<file path="src/rtl/tirq_pkg.sv">
// Package: shared constants and types of the timer interrupt router.
// Assumes lines 0 and 8 exist, so NUM_LINES must be at least 9.
package tirq_pkg;
    localparam int LEG_LINE_A = 0;   // line taken by timer 0 in legacy mode
    localparam int LEG_LINE_B = 8;   // line taken by timer 1 in legacy mode
    localparam int MSG_HALF   = 32;  // width of message address and of data
    localparam int MSG_W      = 2 * MSG_HALF;

    typedef struct packed {
        logic [MSG_HALF-1:0] addr;
        logic [MSG_HALF-1:0] data;
    } msg_word_t;
endpackage

</file>
<file path="src/rtl/tirq_status.sv">
// Module: per-timer interrupt status and line drive.
// Keeps one write-one-to-clear status bit per timer and a one-cycle edge
// marker. It produces the drive request each timer presents to the line map.
// Assumes fire is a one-cycle pulse and the configuration inputs are static
// around a fire.
module tirq_status #(
    parameter int NUM_TMR = 4
) (
    input  logic               clk,
    input  logic               rst_n,
    input  logic [NUM_TMR-1:0] fire,
    input  logic [NUM_TMR-1:0] tmr_en,
    input  logic [NUM_TMR-1:0] tmr_level,
    input  logic [NUM_TMR-1:0] tmr_msg_en,
    input  logic               glb_en,
    input  logic               sts_wr,
    input  logic [NUM_TMR-1:0] sts_wdata,
    output logic [NUM_TMR-1:0] status,
    output logic [NUM_TMR-1:0] drive
);
    logic [NUM_TMR-1:0] sts_q;
    logic [NUM_TMR-1:0] edge_q;

    for (genvar i = 0; i < NUM_TMR; i++) begin : g_tmr
        logic clr_req;
        logic deliver_ok;

        // Clear request from software for this timer.
        assign clr_req    = sts_wr & sts_wdata[i];
        // Delivery permission on a line: both enables on, message path off.
        assign deliver_ok = tmr_en[i] & glb_en & ~tmr_msg_en[i];

        // Status bit: a fire wins, edge type forces zero, a write of 1 clears.
        always_ff @(posedge clk) begin
            if (!rst_n) begin
                sts_q[i] <= 1'b0;
            end else if (fire[i]) begin
                sts_q[i] <= tmr_level[i];
            end else begin
                sts_q[i] <= sts_q[i] & tmr_level[i] & ~clr_req;
            end
        end

        // Edge marker: high for the one cycle after an edge-type fire.
        always_ff @(posedge clk) begin
            if (!rst_n) begin
                edge_q[i] <= 1'b0;
            end else begin
                edge_q[i] <= fire[i] & ~tmr_level[i];
            end
        end

        // Line drive: held level or one-cycle pulse, both gated by delivery.
        assign drive[i] = deliver_ok & (tmr_level[i] ? sts_q[i] : edge_q[i]);
    end

    assign status = sts_q;
endmodule

</file>
<file path="src/rtl/tirq_line_map.sv">
// Module: routes timer drive requests onto interrupt lines.
// Applies the legacy override for timers 0 and 1, and passes the two
// registered legacy inputs through when legacy mode is off. The real-time-
// clock input is sampled every cycle, whatever the mode.
module tirq_line_map #(
    parameter int NUM_TMR   = 4,
    parameter int NUM_LINES = 16,
    parameter int RW        = $clog2(NUM_LINES)
) (
    input  logic                   clk,
    input  logic                   rst_n,
    input  logic [NUM_TMR-1:0]     drive,
    input  logic [NUM_TMR*RW-1:0]  tmr_route,
    input  logic                   legacy_mode,
    input  logic                   pit_in,
    input  logic                   rtc_in,
    output logic [NUM_LINES-1:0]   irq_line,
    output logic                   pit_enable_out
);
    import tirq_pkg::*;

    localparam logic [RW-1:0] LINE_A = RW'(LEG_LINE_A);
    localparam logic [RW-1:0] LINE_B = RW'(LEG_LINE_B);

    logic                 pit_q;
    logic                 rtc_q;
    logic                 pit_en_q;
    logic [RW-1:0]        dest;
    logic [NUM_LINES-1:0] line_c;

    // Sample the legacy inputs and the run-enable for the legacy timer.
    always_ff @(posedge clk) begin
        if (!rst_n) begin
            pit_q    <= 1'b0;
            rtc_q    <= 1'b0;
            pit_en_q <= 1'b1;
        end else begin
            pit_q    <= pit_in;
            rtc_q    <= rtc_in;
            pit_en_q <= ~legacy_mode;
        end
    end

    // OR every timer's drive into its selected line, then add pass-through.
    always_comb begin
        line_c = '0;
        dest   = '0;
        for (int i = 0; i < NUM_TMR; i++) begin
            dest = tmr_route[i*RW +: RW];
            if (legacy_mode && i == 0) begin
                dest = LINE_A;
            end else if (legacy_mode && i == 1) begin
                dest = LINE_B;
            end
            if (int'(dest) < NUM_LINES) begin
                line_c[dest] = line_c[dest] | drive[i];
            end
        end
        if (!legacy_mode) begin
            line_c[LEG_LINE_A] = line_c[LEG_LINE_A] | pit_q;
            line_c[LEG_LINE_B] = line_c[LEG_LINE_B] | rtc_q;
        end
    end

    assign irq_line       = line_c;
    assign pit_enable_out = pit_en_q;
endmodule

</file>
<file path="src/rtl/tirq_msg_arb.sv">
// Module: queues message-write requests and presents them one at a time.
// Keeps a pending bit per timer. When the output slot is empty or being
// accepted, it loads the lowest pending index. Assumes each timer's message
// word is stable from its fire until its request is loaded.
module tirq_msg_arb #(
    parameter int NUM_TMR = 4
) (
    input  logic                         clk,
    input  logic                         rst_n,
    input  logic [NUM_TMR-1:0]           req,
    input  logic [NUM_TMR*tirq_pkg::MSG_W-1:0] words,
    input  logic                         msg_ready,
    output logic                         msg_valid,
    output logic [tirq_pkg::MSG_HALF-1:0] msg_addr,
    output logic [tirq_pkg::MSG_HALF-1:0] msg_data
);
    import tirq_pkg::*;

    localparam int IW = (NUM_TMR > 1) ? $clog2(NUM_TMR) : 1;

    logic [NUM_TMR-1:0] pend_q;
    logic [NUM_TMR-1:0] pend_all;
    logic [NUM_TMR-1:0] grant;
    logic [IW-1:0]      pick;
    logic               slot_free;
    logic               valid_q;
    msg_word_t          word_q;

    // Choose the lowest pending index whenever the slot can take a new one.
    always_comb begin
        pend_all  = pend_q | req;
        slot_free = ~valid_q | msg_ready;
        grant     = '0;
        pick      = '0;
        if (slot_free) begin
            for (int i = NUM_TMR - 1; i >= 0; i--) begin
                if (pend_all[i]) begin
                    pick = IW'(i);
                end
            end
            if (|pend_all) begin
                grant[pick] = 1'b1;
            end
        end
    end

    // Pending set, and output slot load or drain.
    always_ff @(posedge clk) begin
        if (!rst_n) begin
            pend_q  <= '0;
            valid_q <= 1'b0;
            word_q  <= '0;
        end else begin
            pend_q <= pend_all & ~grant;
            if (slot_free) begin
                valid_q <= |grant;
                if (|grant) begin
                    word_q <= words[pick*MSG_W +: MSG_W];
                end
            end
        end
    end

    assign msg_valid = valid_q;
    assign msg_addr  = word_q.addr;
    assign msg_data  = word_q.data;
endmodule

</file>
<file path="src/rtl/tirq_router.sv">
// Module: top of the timer interrupt status and routing block.
// Joins status keeping, line routing and message queueing. All config
// inputs are static levels owned by the timer bank. Assumes NUM_LINES >= 9
// and that route fields name existing lines.
module tirq_router #(
    parameter int NUM_TMR   = 4,
    parameter int NUM_LINES = 16,
    parameter int RW        = $clog2(NUM_LINES)
) (
    input  logic                     clk,
    input  logic                     rst_n,
    input  logic [NUM_TMR-1:0]       fire,
    input  logic [NUM_TMR-1:0]       tmr_en,
    input  logic [NUM_TMR-1:0]       tmr_level,
    input  logic [NUM_TMR-1:0]       tmr_msg_en,
    input  logic [NUM_TMR*RW-1:0]    tmr_route,
    input  logic [NUM_TMR*64-1:0]    tmr_msg_word,
    input  logic                     glb_en,
    input  logic                     legacy_mode,
    input  logic                     sts_wr,
    input  logic [NUM_TMR-1:0]       sts_wdata,
    input  logic                     pit_in,
    input  logic                     rtc_in,
    input  logic                     msg_ready,
    output logic [NUM_LINES-1:0]     irq_line,
    output logic [NUM_TMR-1:0]       status,
    output logic                     pit_enable_out,
    output logic                     msg_valid,
    output logic [31:0]              msg_addr,
    output logic [31:0]              msg_data
);
    logic [NUM_TMR-1:0] drive;
    logic [NUM_TMR-1:0] msg_req;

    // Message requests: message path chosen and both enables on.
    assign msg_req = fire & tmr_msg_en & tmr_en & {NUM_TMR{glb_en}};

    tirq_status #(.NUM_TMR(NUM_TMR)) u_status (
        .clk        (clk),
        .rst_n      (rst_n),
        .fire       (fire),
        .tmr_en     (tmr_en),
        .tmr_level  (tmr_level),
        .tmr_msg_en (tmr_msg_en),
        .glb_en     (glb_en),
        .sts_wr     (sts_wr),
        .sts_wdata  (sts_wdata),
        .status     (status),
        .drive      (drive)
    );

    tirq_line_map #(.NUM_TMR(NUM_TMR), .NUM_LINES(NUM_LINES), .RW(RW)) u_map (
        .clk            (clk),
        .rst_n          (rst_n),
        .drive          (drive),
        .tmr_route      (tmr_route),
        .legacy_mode    (legacy_mode),
        .pit_in         (pit_in),
        .rtc_in         (rtc_in),
        .irq_line       (irq_line),
        .pit_enable_out (pit_enable_out)
    );

    tirq_msg_arb #(.NUM_TMR(NUM_TMR)) u_msg (
        .clk       (clk),
        .rst_n     (rst_n),
        .req       (msg_req),
        .words     (tmr_msg_word),
        .msg_ready (msg_ready),
        .msg_valid (msg_valid),
        .msg_addr  (msg_addr),
        .msg_data  (msg_data)
    );
endmodule

</file>
<file path="config.mk">
export PLATFORM = sky130hd
export DESIGN_NAME = tirq_router
export DESIGN_NICKNAME = d
export VERILOG_FILES = /design/src/rtl/tirq_pkg.sv /design/src/rtl/tirq_status.sv /design/src/rtl/tirq_line_map.sv /design/src/rtl/tirq_msg_arb.sv /design/src/rtl/tirq_router.sv
export SDC_FILE = /design/constraint.sdc
export NUM_CORES = 1
export LEC_CHECK = 0
export BUFFER_PORTS_ARGS = -buffer_cell sky130_fd_sc_hd__buf_2
export CAP_MARGIN = 20
export CELL_PAD_IN_SITES_DETAIL_PLACEMENT = 0
export CELL_PAD_IN_SITES_GLOBAL_PLACEMENT = 1
export CORE_MARGIN = 5
export CORE_UTILIZATION = 32
export CTS_CLUSTER_DIAMETER = 150
export DETAILED_ROUTE_END_ITERATION = 10
export GPL_ROUTABILITY_DRIVEN = 0
export PLACE_DENSITY_LB_ADDON = 0.1
export SYNTH_ARGS = -nofsm -noshare
export SYNTH_HDL_FRONTEND = slang
export SYNTH_SLANG_ARGS = --single-unit
</file>
<file path="constraint.sdc">
create_clock -name clk -period 9 [get_ports clk]
set_input_delay 1.35 -clock clk [delete_from_list [all_inputs] [get_ports clk]]
set_output_delay 1.35 -clock clk [all_outputs]
set_load 0.05 [all_outputs]
</file>
==> results_tabular.tex <==
\begin{tabular}{lr}
\hline
Metric & Value \\
\hline
\multicolumn{2}{l}{\textbf{GRT}} \\
Antenna violations before repair & 15 \\
Largest net degree at the start of global routing & 90 \\
Total routing usage reported by global routing & 0.2568 \\
First-pass GRT wire length & $\sim$48 mm \\
Via count of the first global-routing pass & approximately 8,000 \\
Overflow left after global routing & 0 \\
\multicolumn{2}{l}{\textbf{Worst setup path}} \\
Capture point of the worst reg-to-reg path & u\_msg.msg\_data[24] \\
Startpoint of the worst-slack reg-to-reg timing path & u\_msg.pend\_q[1] \\
Worst reg2reg setup slack & 5.55 ns \\
Number of stages on the worst setup path & 11 \\
Category of the critical setup timing path & input pin to output pin \\
Crit path buffers/inverters & 2 \\
Arrival time at the worst endpoint & 4.80 ns \\
Worst-path cell chain & buf\_2, mux2i\_4, nor4\_2, a21oi\_4, a2111oi\_2, a2111oi\_4, nand4\_1, a221o\_1, nor3\_4, a41oi\_1, buf\_2 \\
Crit-path leading delay family & compound AO/OA/AOI/OAI gates \\
Type of destination of the critical path & output pin \\
Library cell contributing the largest single delay on the critical path & a2111oi\_4 \\
Required time at the worst-slack endpoint & 7.65 ns \\
Crit path max fanout & 19 \\
Most frequent cell on the critical path & buf\_2 \\
Worst setup SP type & input pin \\
Worst reg-to-reg path cell count & 9 \\
Largest stage delay on the critical path & around 0.58 ns \\
\multicolumn{2}{l}{\textbf{Synth}} \\
Cell area after synthesis & roughly 6700 µm² \\
Flip-flop and latch count after synthesis & 80 \\
Share of the yosys chip area belonging to registers & 0.2407 \\
Number of distinct standard cells referenced by the synthesized netlist & 72 \\
Average size of a mapped cell & slightly above 7 µm² \\
Number of enable-type register cells in the synthesized netlist & 0 \\
Post-Syn Instances & just over 900 \\
Share of async-settable or async-resettable flops after synthesis & 0 \\
Commonest register cell after synthesis & dfxtp\_1 \\
Syn\_nets & 1,231 \\
Synth warnings & 0 \\
\multicolumn{2}{l}{\textbf{CTS}} \\
H-tree depth & 3 \\
CTS tree & yes \\
Buffer depth of the longest clock path & 2 \\
Number of sinks driven by the clock tree & 80 \\
Number of setup buffers added after CTS & 0 \\
Post-CTS Hold Buffers & 0 \\
Worst-Skew Late Latency & 0.34 ns \\
Post-cts gate resize count & 0 \\
CTS clk-pin slew, worst paths & 0.06 ns \\
Clock buffers created by TritonCTS & 9 \\
Root Buffer & clkbuf\_16 \\
\multicolumn{2}{l}{\textbf{Worst hold path}} \\
Cell depth of the worst min-delay path & 2 \\
Min-Delay Endpoint & u\_msg.msg\_data[17] \\
Origin of the worst min-delay path & u\_msg.msg\_data[17] \\
Worst Hold Class & register to register \\
\multicolumn{2}{l}{\textbf{Die}} \\
Horizontal die dimension & around 150 µm \\
Starting density of the core & 0.3267 \\
Placeable Area & around 20,000 µm² \\
Die Span Y & 154.2 µm \\
Top-level I/O count & 386 \\
Total die area & $\sim$24,000 µm² \\
Std cell rows & 52 \\
\multicolumn{2}{l}{\textbf{STA}} \\
RSZ-0062 raised after global routing & false \\
Number of max-slew violations in the final report & 0 \\
Share of the cycle needed by the critical path after routing & 0.6830 \\
Post-layout minimum cycle time & 6.147 ns \\
Pin slew with the least headroom to its limit & $\sim$1.0 ns \\
Total count of hold-check failures in the final report & 0 \\
Setup Viol. Count Final & 0 \\
Worst Skew & roughly 0.0084 ns \\
Final setup margin & approximately 2.9 ns \\
Fmax & between 150 and 200 MHz \\
Final TNS setup & 0 ns \\
Slew Limit Headroom & 0.3233 \\
\multicolumn{2}{l}{\textbf{Routing}} \\
Routed length per placed instance & roughly 21 µm \\
Antenna Violating Nets Remaining & 0 \\
Final routed DRC violation total & 0 \\
Mean number of vias per cell & 5.381 \\
Routed vias & around 8,200 \\
First drt pass iteration count & 5 \\
DRT iter0 DRCs & roughly 500 \\
Routed WL & approximately 32 mm \\
\multicolumn{2}{l}{\textbf{Pwr}} \\
Pwr dens & roughly 140 nW/µm² \\
Reported leakage power & 3.867 nW \\
Worst IR Drop VDD & about 0.000087 V \\
\multicolumn{2}{l}{\textbf{Cells and area}} \\
Highest-count cells in the layout ignoring fill and taps & buf\_2 (385), nand2\_1 (179), dfxtp\_1 (80) \\
Layout fillers & $\sim$2,200 \\
Area Growth Syn to Fin & 35.60\% \\
Fraction of layout cells with a size suffix above 1 & 0.3408 \\
Leading cell type in the layout, fill and taps excluded & buf\_2 \\
Final Non-Filler Cells & about 1,500 \\
Number of nets in the layout & approximately 1,500 \\
\multicolumn{2}{l}{\textbf{Placement}} \\
Hpwl dp & 24.90 mm \\
Placed instance count & between 1,500 and 2,000 \\
Worst slack after detailed placement & 2.854 ns \\
Buffers on Ports & approximately 390 \\
\multicolumn{2}{l}{\textbf{Status}} \\
Outcome & completed \\
\multicolumn{2}{l}{\textbf{Run}} \\
Max-capacitance violation count & 0 \\
\hline
\end{tabular}
power breakdown:
| part | switching [mW] | total [mW] | internal [mW] |
|---|---|---|---|
| Combinational | 0.314 | 0.474 | 0.160 |
| Clock | 0.159 | 0.430 | 0.270 |
| Sequential | 0.0153 | 0.400 | 0.384 |
cell usage after synthesis (4+ instances only):
master / number / area [µm²]
buf_1: 9 / 33.78
o41ai_1: 6 / 52.55
a21oi_1: 77 / 385.4
nor3b_1: 7 / 52.55
xor2_1: 5 / 43.79
buf_2: 10 / 50.05
nand3b_1: 6 / 45.04
nor3_1: 11 / 55.05
o21ai_0: 18 / 90.09
and3b_1: 4 / 35.03
inv_1: 5 / 18.77
and2_0: 4 / 25.02
a211oi_1: 69 / 518.0
dfxtp_1: 80 / 1602
nor2_1: 39 / 146.4
o32ai_1: 5 / 43.79
nor2b_1: 75 / 469.2
nand2_1: 180 / 675.7
mux2i_1: 13 / 130.1
a311oi_1: 65 / 569.3
o211ai_1: 8 / 60.06
and2_1: 65 / 406.6
clkbuf_1: 62 / 232.7
nand3_1: 20 / 100.1
nand2b_1: 7 / 43.79
sequential cells by signal, indices dropped and copies added (netlist names):
register,count
u_status.edge_q,4
u_map.pit_enable_out,1
u_status.status,4
u_msg.msg_data,32
u_map.rtc_q,1
u_msg.msg_valid,1
u_msg.msg_addr,32
u_map.pit_q,1
u_msg.pend_q,4
logic make-up after synthesis:
family          Yosys count  share of synthesized area
buf+inv                  90                    0.05548
compound gates          294                     0.3205
flops                    80                     0.2407
simple gates            446                     0.3491
xor+xnor                  6                   0.007899
mux                      15                    0.02633
worst min-delay path: cells and delay by family, from the launching register on:
family | cells | cell delay (ns)
AO/OA/AOI/OAI | 1 | 0.06
flip-flops | 1 | 0.32
AND/OR/NAND/NOR | 1 | 0.09
worst max-delay path by stage:
stage	from	end	slack, ns
5_1_grt	tmr_level[0]	irq_line[0]	2.59
4_1_cts	tmr_level[0]	irq_line[0]	2.85
3_5_place_dp	tmr_level[0]	irq_line[0]	2.85
6_report	tmr_level[0]	irq_line[0]	2.85
2_1_floorplan	glb_en	irq_line[1]	2.69
3_3_place_gp	tmr_level[0]	irq_line[0]	2.92
stage by stage:
step	hold WS, ns	cell area [µm²]	util	power [mW]
4_1_cts	0.5136	9001	0.4420	1.315
5_1_grt	0.5257	9021	0.4430	1.371
3_5_place_dp	0.4969	8666	0.4255	0.8812
3_3_place_gp	0.4858	8646	0.4246	0.8780
6_report	0.5083	9021	0.4430	1.303
2_1_floorplan	0.4865	6653	-	0.7193
metal layers:
metal,vias to the layer above,track usage,wire [µm],part of all wire
met3,64,0.07293,2110,0.065
met1,3824,0.2931,12500,0.39
met5,-,0,86,0.0027
met4,14,0.08789,826,0.026
li1,4064,-,-,-
met2,273,0.4586,16830,0.52
layout make-up:
class                           count  area (µm²)  area share
Multi-Input combinational cell    761        4716      0.5227
Timing Repair Buffer              392        1992      0.2208
Sequential cell                    80        1602      0.1775
Tap cell                          270       337.8     0.03745
Clock buffer                       10       229.0     0.02538
Clock inverter                      5       106.4     0.01179
Antenna cell                        8       20.02    0.002219
Inverter                            5       18.77    0.002080
No activity file was read; power rests on OpenSTA's default activity.
